===== config.mk =====
export PLATFORM = sky130hd
export DESIGN_NAME = window_watchdog
export DESIGN_NICKNAME = d
export VERILOG_FILES = /design/src/rtl/wdg_pkg.sv /design/src/rtl/wdg_regs.sv /design/src/rtl/wdg_counter.sv /design/src/rtl/wdg_fault.sv /design/src/rtl/window_watchdog.sv
export SDC_FILE = /design/constraint.sdc
export NUM_CORES = 1
export LEC_CHECK = 0
export ABC_AREA = 1
export BUFFER_PORTS_ARGS = -buffer_cell sky130_fd_sc_hd__buf_2
export CAP_MARGIN = 10
export CELL_PAD_IN_SITES_DETAIL_PLACEMENT = 1
export CELL_PAD_IN_SITES_GLOBAL_PLACEMENT = 2
export CORE_AREA = 2 2 142 103
export DETAILED_ROUTE_END_ITERATION = 12
export DIE_AREA = 0 0 144 105
export GPL_TIMING_DRIVEN = 1
export HOLD_SLACK_MARGIN = 0.08
export PLACE_DENSITY = 0.85
export SYNTH_ARGS = -nofsm -noshare
export SYNTH_HDL_FRONTEND = slang
export SYNTH_SLANG_ARGS = --single-unit

===== constraint.sdc =====
create_clock -name clk -period 1.5 [get_ports clk]
set_input_delay 0.225 -clock clk [delete_from_list [all_inputs] [get_ports clk]]
set_output_delay 0.225 -clock clk [all_outputs]
set_load 0.03 [all_outputs]

===== src/rtl/wdg_pkg.sv =====
package wdg_pkg;
  localparam int WDV_LSB   = 0;
  localparam int WDD_LSB   = 16;
  localparam int BIT_IRQEN = 12;
  localparam int BIT_RSTEN = 13;
  localparam int BIT_PROC  = 14;
  localparam int BIT_DIS   = 15;
  localparam int BIT_HIDLE = 28;
  localparam int BIT_HDBG  = 29;
  localparam logic [31:0] MODE_RST  = 32'h3FFF2FFF;
  localparam logic [31:0] MODE_MASK = 32'h3FFFFFFF;
  localparam logic [7:0]  RST_KEY   = 8'hA5;

  typedef enum logic [1:0] {
    A_MODE = 2'd0,
    A_CTRL = 2'd1,
    A_STAT = 2'd2,
    A_NONE = 2'd3
  } wdg_addr_e;

  typedef struct packed {
    logic hdbg;
    logic hidle;
    logic dis;
    logic proc;
    logic rsten;
    logic irqen;
  } wdg_ctl_t;
endpackage


===== src/rtl/wdg_regs.sv =====
module wdg_regs
  import wdg_pkg::*;
#(
  parameter int DW    = 32,
  parameter int AW    = 2,
  parameter int FLG_W = 2
) (
  input  logic             clk,
  input  logic             rst,
  input  logic             wr_en,
  input  logic             rd_en,
  input  logic [AW-1:0]    addr,
  input  logic [DW-1:0]    wdata,
  input  logic [FLG_W-1:0] flags,
  output logic [DW-1:0]    mode_q,
  output logic             mode_load,
  output logic             restart,
  output logic             stat_clr,
  output logic [DW-1:0]    rdata
);
  logic locked;
  wdg_addr_e sel;

  assign sel      = wdg_addr_e'(addr[1:0]);
  assign restart  = wr_en && (sel == A_CTRL) && (wdata[DW-1 -: 8] == RST_KEY) && wdata[0];
  assign stat_clr = rd_en && (sel == A_STAT);

  always_ff @(posedge clk) begin
    if (rst) begin
      mode_q    <= MODE_RST;
      locked    <= 1'b0;
      mode_load <= 1'b0;
    end else begin
      mode_load <= 1'b0;
      if (wr_en && (sel == A_MODE) && !locked) begin
        mode_q    <= wdata & MODE_MASK;
        locked    <= 1'b1;
        mode_load <= 1'b1;
      end
    end
  end

  always_ff @(posedge clk) begin
    if (rst) begin
      rdata <= '0;
    end else if (rd_en) begin
      case (sel)
        A_MODE:  rdata <= mode_q;
        A_STAT:  rdata <= {{(DW-FLG_W){1'b0}}, flags};
        default: rdata <= '0;
      endcase
    end
  end


  mode_lock_chk: assert property (@(posedge clk) disable iff (rst) locked |=> $stable(mode_q));
endmodule


===== src/rtl/wdg_counter.sv =====
module wdg_counter #(
  parameter int CNT_W = 12
) (
  input  logic             clk,
  input  logic             rst,
  input  logic             tick,
  input  logic             idle,
  input  logic             dbg,
  input  logic [CNT_W-1:0] wdv,
  input  logic [CNT_W-1:0] wdd,
  input  logic             dis,
  input  logic             hidle,
  input  logic             hdbg,
  input  logic             load,
  input  logic             restart,
  output logic             uflow_p,
  output logic             err_p
);
  logic [CNT_W-1:0] cnt;
  logic             run;

  assign run = !dis && !(idle && hidle) && !(dbg && hdbg);

  always_ff @(posedge clk) begin
    if (rst) begin
      cnt     <= '1;
      uflow_p <= 1'b0;
      err_p   <= 1'b0;
    end else begin
      uflow_p <= 1'b0;
      err_p   <= 1'b0;
      if (load) begin
        cnt <= wdv;
      end else if (restart && !dis) begin
        if (cnt > wdd) err_p <= 1'b1;
        else           cnt   <= wdv;
      end else if (tick && run) begin
        if (cnt == '0) begin
          uflow_p <= 1'b1;
          cnt     <= wdv;
        end else begin
          cnt <= cnt - 1'b1;
        end
      end
    end
  end


  halt_hold_chk: assert property (@(posedge clk) disable iff (rst)
    (!run && !load && !(restart && !dis)) |=> $stable(cnt));

  dis_quiet_chk: assert property (@(posedge clk) disable iff (rst)
    dis |=> (!uflow_p && !err_p));
endmodule


===== src/rtl/wdg_fault.sv =====
module wdg_fault #(
  parameter int FLG_W = 2
) (
  input  logic             clk,
  input  logic             rst,
  input  logic             uflow_p,
  input  logic             err_p,
  input  logic             clr,
  input  logic             irqen,
  input  logic             rsten,
  input  logic             proc,
  output logic [FLG_W-1:0] flags,
  output logic             irq_o,
  output logic             sys_rst_o,
  output logic             cpu_rst_o
);
  logic [FLG_W-1:0] flags_d;
  logic             fault;

  assign fault   = uflow_p || err_p;
  assign flags_d = (clr ? '0 : flags) | {err_p, uflow_p};

  always_ff @(posedge clk) begin
    if (rst) begin
      flags     <= '0;
      irq_o     <= 1'b0;
      sys_rst_o <= 1'b0;
      cpu_rst_o <= 1'b0;
    end else begin
      flags     <= flags_d;
      irq_o     <= irqen && (|flags_d);
      sys_rst_o <= fault && rsten && !proc;
      cpu_rst_o <= fault && rsten && proc;
    end
  end


  rst_excl_chk: assert property (@(posedge clk) disable iff (rst) $onehot0({sys_rst_o, cpu_rst_o}));

  irq_flag_chk: assert property (@(posedge clk) disable iff (rst) irq_o |-> (flags != '0));

  clr_on_read_chk: assert property (@(posedge clk) disable iff (rst)
    (clr && !uflow_p && !err_p) |=> (flags == '0));
endmodule


===== src/rtl/window_watchdog.sv =====
module window_watchdog
  import wdg_pkg::*;
#(
  parameter int CNT_W = 12,
  parameter int DW    = 32,
  parameter int AW    = 2
) (
  input  logic          clk,
  input  logic          rst,
  input  logic          tick_i,
  input  logic          idle_i,
  input  logic          debug_i,
  input  logic          wr_en_i,
  input  logic          rd_en_i,
  input  logic [AW-1:0] addr_i,
  input  logic [DW-1:0] wdata_i,
  output logic [DW-1:0] rdata_o,
  output logic          irq_o,
  output logic          sys_rst_o,
  output logic          cpu_rst_o
);
  localparam int FLG_W = 2;

  logic [DW-1:0]    mode_q;
  logic             mode_load, restart, stat_clr, uflow_p, err_p;
  logic [FLG_W-1:0] flags;
  wdg_ctl_t         ctl;

  assign ctl = '{hdbg:  mode_q[BIT_HDBG],  hidle: mode_q[BIT_HIDLE],
                 dis:   mode_q[BIT_DIS],   proc:  mode_q[BIT_PROC],
                 rsten: mode_q[BIT_RSTEN], irqen: mode_q[BIT_IRQEN]};

  wdg_regs #(.DW(DW), .AW(AW), .FLG_W(FLG_W)) u_regs (
    .clk(clk), .rst(rst), .wr_en(wr_en_i), .rd_en(rd_en_i), .addr(addr_i),
    .wdata(wdata_i), .flags(flags), .mode_q(mode_q), .mode_load(mode_load),
    .restart(restart), .stat_clr(stat_clr), .rdata(rdata_o)
  );

  wdg_counter #(.CNT_W(CNT_W)) u_cnt (
    .clk(clk), .rst(rst), .tick(tick_i), .idle(idle_i), .dbg(debug_i),
    .wdv(mode_q[WDV_LSB +: CNT_W]), .wdd(mode_q[WDD_LSB +: CNT_W]),
    .dis(ctl.dis), .hidle(ctl.hidle), .hdbg(ctl.hdbg),
    .load(mode_load), .restart(restart), .uflow_p(uflow_p), .err_p(err_p)
  );

  wdg_fault #(.FLG_W(FLG_W)) u_fault (
    .clk(clk), .rst(rst), .uflow_p(uflow_p), .err_p(err_p), .clr(stat_clr),
    .irqen(ctl.irqen), .rsten(ctl.rsten), .proc(ctl.proc), .flags(flags),
    .irq_o(irq_o), .sys_rst_o(sys_rst_o), .cpu_rst_o(cpu_rst_o)
  );
endmodule


==> results of run 1 <==
## kinds of logic after synthesis
family,after synthesis,synth area share
xor+xnor,8,0.0186
simple gates,253,0.304
flops,81,0.431
buf+inv,78,0.0890
compound gates,71,0.110
fa+ha+maj,14,0.0465
other cells,1,0.000996
## area by class of cell
| cell class | count | area (sq um) | share of cell area |
|---|---|---|---|
| Clock buffer | 10 | 229 | 0.0417 |
| Clock inverter | 6 | 90.1 | 0.0164 |
| Inverter | 48 | 180 | 0.0328 |
| Multi-Input combinational cell | 349 | 2120 | 0.387 |
| Sequential cell | 81 | 1660 | 0.302 |
| Tap cell | 190 | 238 | 0.0433 |
| Timing Repair Buffer | 141 | 976 | 0.178 |
## flip-flops by register name (all words and copies together) (netlist names)
signal / count
u_cnt.cnt: 12
u_cnt.err_p: 1
u_cnt.uflow_p: 1
u_fault.cpu_rst_o: 1
u_fault.flags: 2
u_fault.irq_o: 1
u_fault.sys_rst_o: 1
u_regs.locked: 1
u_regs.mode_load: 1
u_regs.mode_q: 30
u_regs.rdata: 30
## what timing repair did
action	CTS	global route
endpoints found under the setup margin	14	14
gates resized for setup	64	17
buffers inserted	8	3
hold endpoints to repair	0	0
cloned	2	0
pin swaps	20	6
## metrics by stage
stage / worst slack [ns] / utilization
after floorplan: -0.0330 / -
after global placement: -0.262 / 0.348
after detailed placement: -0.314 / 0.348
after CTS: -0.135 / 0.396
after global routing: -0.280 / 0.402
final: -0.197 / 0.402
## metal layers
metal	up-vias	GRT usage	part of all wire
met5	-	0	0
met4	0	0.0511	0.017
met1	1845	0.251	0.49
met3	19	0.0298	0.034
li1	1909	-	-
met2	73	0.295	0.46
## synth_stat cells, types with 2 or more instances
library cell / count / area [sq um]
o21ai_0: 6 / 30.0
buf_1: 2 / 7.51
nor2_2: 5 / 31.3
buf_6: 3 / 33.8
o21ai_1: 3 / 15.0
xor2_1: 3 / 26.3
nor4_1: 2 / 12.5
dfxtp_1: 81 / 1620
nand3_1: 74 / 370
buf_4: 4 / 30.0
nor2_1: 27 / 101
a21oi_1: 38 / 190
clkbuf_1: 17 / 63.8
inv_1: 39 / 146
ha_1: 14 / 175
buf_2: 4 / 20.0
nand2_1: 129 / 484
nand2_2: 2 / 12.5
nor2_4: 3 / 33.8
nand3_2: 2 / 20.0
o21a_1: 3 / 22.5
inv_2: 8 / 30.0
o211ai_1: 19 / 143
nand3b_1: 2 / 15.0
nand4_1: 3 / 18.8
xnor2_1: 5 / 43.8
## power by group through the flow
stage               clock network (mW)  logic [mW]  registers (mW)
floorplan                            0       0.450            2.43
global placement                     0       0.841            2.37
detailed placement                   0       0.881            2.38
CTS                               2.45       0.977            2.35
global route                      2.56        1.12            2.36
finish                            2.41        1.02            2.35
## worst register-to-register path, cell delays in order, from the launching register on
cell and delay, ns:
dfxtp_2 0.34, inv_2 0.05, ha_4 0.26, nand4_1 0.13
nor2_2 0.16, nand2_1 0.08, nand3_2 0.07, nand2_2 0.08
nand2_4 0.14, nand2_4 0.10, nand2_1 0.10, nand3_1 0.06
## worst paths after layout
| kind | slack [ns] | startpoint | endpoint | depth (start not counted) |
|---|---|---|---|---|
| max | -0.20 | u_regs.mode_q[21] | u_cnt.cnt[3] | 11 |
| min | 0.10 | wdata_i[7] | u_regs.mode_q[7] | 3 |
| max reg2reg | -0.20 | u_regs.mode_q[21] | u_cnt.cnt[3] | 11 |
| min reg2reg | 0.45 | u_regs.mode_q[14] | u_fault.sys_rst_o | 1 |
==> metrics.md, run 1 <==
| Metric | Value |
|---|---|
| P per Cell Area | 1050 nW/um^2 |
| CTS tree | yes |
| First-pass GRT wire length | 21,700 um |
| Antenna violations before repair | 0 |
| Clock network power share | 0.418 |
| Final net count | 685 |
| Core box area | about 14,000 sq um |
| Die W | between 100 and 150 um |
| Row cnt | 36 |
| VDD IR max | 0.548 mV |
| Critical-path cell list | inv_2, ha_4, nand4_1, nor2_2, nand2_1, nand3_2, nand2_2, nand2_4, nand2_4, nand2_1, nand3_1 |
| Max clock buf depth | 2 |
| Switching share of power | 0.280 |
| # DRC | 0 |
| Cell count after synthesis | 506 |
| Clock root buffer | clkbuf_16 |
| Post-route ant nets | 0 |
| Final Non-Filler Cells | 825 |
| Unrepaired setup endpoints after global routing | yes |
| Via count | between 3,000 and 4,000 |
| CTS buffer count | 9 |
| Sequential element share of the synthesized area | 0.431 |
| Placer Congestion | ~0.8 |
| HPWL Detailed | 9590 um |
| Hold Fails Final Rpt | 0 |
| Kind of critical path | flop to flop |
| Commonest non-fill, non-tap cell in the layout | nand2_1 |
| CP arrival | 1.92 ns |
| Status | finished with violations |
| Total of max-cap violations | 0 |
| Ys flop type | dfxtp_1 |
| DP Area | 4750 sq um |
| Number of synthesized register bits | 81 |
| Async set-reset flop share out of synthesis | 0 |
| CP max stage delay | 0.34 ns |
| Fillers | 1,673 |
| Delay-heaviest family, CP | simple AND/OR/NAND/NOR gates |
| Worst Path Max Fanout | 6 |
| Vias per cell | 4.66 |
| Grt ovf | 0 |
| Mean Syn Cell Area | around 7.4 sq um |
| H-tree depth | 3 |
| Post-cts hold buffer count | 0 |
| Die area | between 15,000 and 20,000 sq um |
| DRT iter0 DRCs | 146 |
| N_diodes | 0 |
| Routed WL per cell | between 15 and 20 um |
| Starting Density | 0.276 |
| WP buf/inv | 1 |
| Area grow syn2layout | 45.8% |
| Lkg Pwr | between 2 and 3 nW |
| Final setup TNS | -2.20 ns |
| Most frequent cells in the layout | nand2_1, buf_2, nand3_1 |
| Sequential Power Share | 0.406 |
| Final worst slack | -0.197 ns |
| P_int | 4.15 mW |
| Switching Power | 1.62 mW |
| Startpoint types | flop |
| Clock sink count | 81 |
| Synthesized area | 3770 sq um |
| Hold/Removal Path Class | input port to flop |
| Required time worst endpoint | 1.72 ns |
| Slowest-stage cell, CP | dfxtp_2 |
| Dpl cells | 797 |
| Post-synth cell types | 34 |
| Vias in the first global route | 4,129 |
| Port-buffer cells | 73 |
| Die H | 105 um |
| Clock transition at path regs | 0.07 ns |
| Final Cycle Share | 1.13 |
| First drt pass iteration count | 4 |
| Final instance area | 5490 sq um |
| Final hold slack | 0.102 ns |
| Clock Latency Late Sink | 0.34 ns |
| Fmax | 0.589 GHz |
| Worst setup EP type | flop |
| Final min period | 1.70 ns |
| Slew Limit Fails | 0 |
| Share of cells above drive strength 1 | 0.394 |
| Total track usage | 0.183 |
| Clk_skew | 0.0113 ns |
| # setup viols final | 14 |
| Largest net degree at the start of global routing | 35 |
| Combinational group share of total power | 0.176 |
| Post-synth EDFFs | 0 |
| Yosys warnings | 0 |
| Total power | just under 6 mW |
| Failing checks | negative setup slack |
| Total wire length | 13,200 um |
| I/O pin cnt | 76 |
Power figures use the tool's default switching activity.
==> run 2: changes to the inputs <==
Settings changed: RECOVER_POWER set to 100.
==> metrics.md, run 2 (synthesized netlist as in run 1, its figures left out) <==
| Metric | Value |
|---|---|
| Starting Density | 0.276 |
| # setup viols final | 16 |
| Final worst slack | -0.196 ns |
| Total track usage | 0.183 |
| Largest net degree at the start of global routing | 35 |
| P per Cell Area | 1050 nW/um^2 |
| Clock sink count | 81 |
| Grt ovf | 0 |
| P_int | roughly 4.2 mW |
| Max-slew headroom | 0.463 |
| Clock network power share | 0.419 |
| Row cnt | 36 |
| Area grow syn2layout | 45.4% |
| I/O pin cnt | 76 |
| Crit path from | u_regs.mode_q[21] |
| Antenna violations before repair | 0 |
| Max clock buf depth | 2 |
| Sequential Power Share | 0.406 |
| Worst setup EP type | flop |
| Commonest non-fill, non-tap cell in the layout | nand2_1 |
| Slew Limit Fails | 0 |
| Final Cycle Share | 1.13 |
| Final min period | 1.70 ns |
| FF-to-FF End | u_cnt.cnt[3] |
| Die H | 105 um |
| First drt pass iteration count | 4 |
| H-tree depth | 3 |
| Worst Path Max Fanout | 6 |
| Hold Fails Final Rpt | 0 |
| Total wire length | 13,200 um |
| Status | finished with violations |
| # DRC | 0 |
| HPWL Detailed | ~9600 um |
| Switching share of power | 0.281 |
| Post-cts hold buffer count | 0 |
| Final hold slack | 0.0989 ns |
| Core box area | 13,600 sq um |
| CTS buffer count | 9 |
| Lkg Pwr | ~2.6 nW |
| Switching Power | 1.62 mW |
| Vias per cell | 4.66 |
| Placer Congestion | 0.802 |
| Cells on worst reg2reg path | 11 |
| VDD IR max | 0.551 mV |
| Routed WL per cell | 16.0 um |
| Most frequent cells in the layout | nand2_1, buf_2, nand3_1 |
| End of the critical path | u_cnt.cnt[3] |
| FF-to-FF Start | u_regs.mode_q[21] |
| Fillers | between 1,500 and 2,000 |
| DRT iter0 DRCs | 147 |
| R2R Setup Slk | -0.20 ns |
| Fmax | 0.589 GHz |
| Share of cells above drive strength 1 | 0.387 |
| Worst-margin pin slew | 0.806 ns |
| Clk_skew | 0.0116 ns |
| Unrepaired setup endpoints after global routing | yes |
| Startpoint types | flop |
| CP arrival | 1.92 ns |
| Vias in the first global route | 4,129 |
| Biggest regs | u_regs.mode_q (30), u_regs.rdata (30), u_cnt.cnt (12) |
| Post-route ant nets | 0 |
| Via count | 3,847 |
| Clock transition at path regs | 0.07 ns |
| Kind of critical path | flop to flop |
| Port-buffer cells | 73 |
| Register area | around 1700 sq um |
| Multi-input gate area | ~2100 sq um |
| CTS tree | yes |
| Hold/Removal Path Class | input port to flop |
| Final net count | around 690 |
| First-pass GRT wire length | between 20,000 and 25,000 um |
| Die area | roughly 15,000 sq um |
| Die W | 144 um |
| Clock root buffer | clkbuf_16 |
| Final Non-Filler Cells | 825 |
| Final setup TNS | -2.36 ns |
| Failing checks | negative setup slack |
| Dpl cells | approximately 800 |
| Combinational group share of total power | 0.175 |
| Required time worst endpoint | 1.72 ns |
| N_diodes | 0 |
| Clock Latency Late Sink | around 0.35 ns |
| Total of max-cap violations | 0 |
[run 2: critical path, cell delays in order (launching register included)]
cell	delay (ns)
dfxtp_2	0.34
inv_2	0.05
ha_4	0.26
nand4_1	0.13
nor2_2	0.16
nand2_1	0.08
nand3_2	0.07
nand2_2	0.08
nand2_4	0.14
nand2_4	0.10
nand2_1	0.09
nand3_1	0.06
[run 2: metrics by stage]
step	setup slack, ns	util	total power, mW	cell area (sq um)
final	-0.196	0.401	5.77	5480
after global routing	-0.280	0.401	6.03	5480
after CTS	-0.135	0.396	5.77	5410
after detailed placement	-0.314	0.348	3.26	4750
after global placement	-0.262	0.348	3.21	4750
after floorplan	-0.0330	-	2.88	3820
[run 2: power groups by stage]
stage	sequential (mW)	combinational [mW]	clock, mW
floorplan	2.43	0.450	0
global placement	2.37	0.841	0
detailed placement	2.38	0.881	0
CTS	2.35	0.977	2.45
global route	2.36	1.12	2.56
finish	2.35	1.01	2.42
[run 2: how the worst min path moves through the flow]
stage | from | to | slack [ns] | cells past startpoint
after floorplan | wdata_i[0] | u_regs.mode_q[0] | 0.34 | 2
final | wdata_i[7] | u_regs.mode_q[7] | 0.1 | 3
after global routing | wdata_i[2] | u_regs.mode_q[2] | 0.11 | 3
after detailed placement | u_regs.mode_q[14] | u_fault.sys_rst_o | 0.44 | 1
after CTS | wdata_i[7] | u_regs.mode_q[7] | 0.09 | 3
after global placement | wdata_i[7] | u_regs.mode_q[7] | 0.43 | 3
[run 2: area by class of cell]
cell class                      count  share of cell area
Inverter                           48              0.0329
Clock buffer                       10              0.0418
Clock inverter                      6              0.0165
Multi-Input combinational cell    349               0.387
Timing Repair Buffer              141               0.176
Sequential cell                    81               0.302
Tap cell                          190              0.0434
[run 2: what timing repair did]
item	CTS	global route
setup endpoints to repair	14	14
pin swaps	20	6
cloned	2	0
setup buffers	8	3
gates resized for setup	64	17
[run 2: routing by layer]
layer	global-route usage	part of all wire	vias to the layer above
met4	0.0511	0.017	0
met2	0.295	0.46	73
met1	0.251	0.49	1847
met5	0	0	-
li1	-	-	1908
met3	0.0298	0.034	19
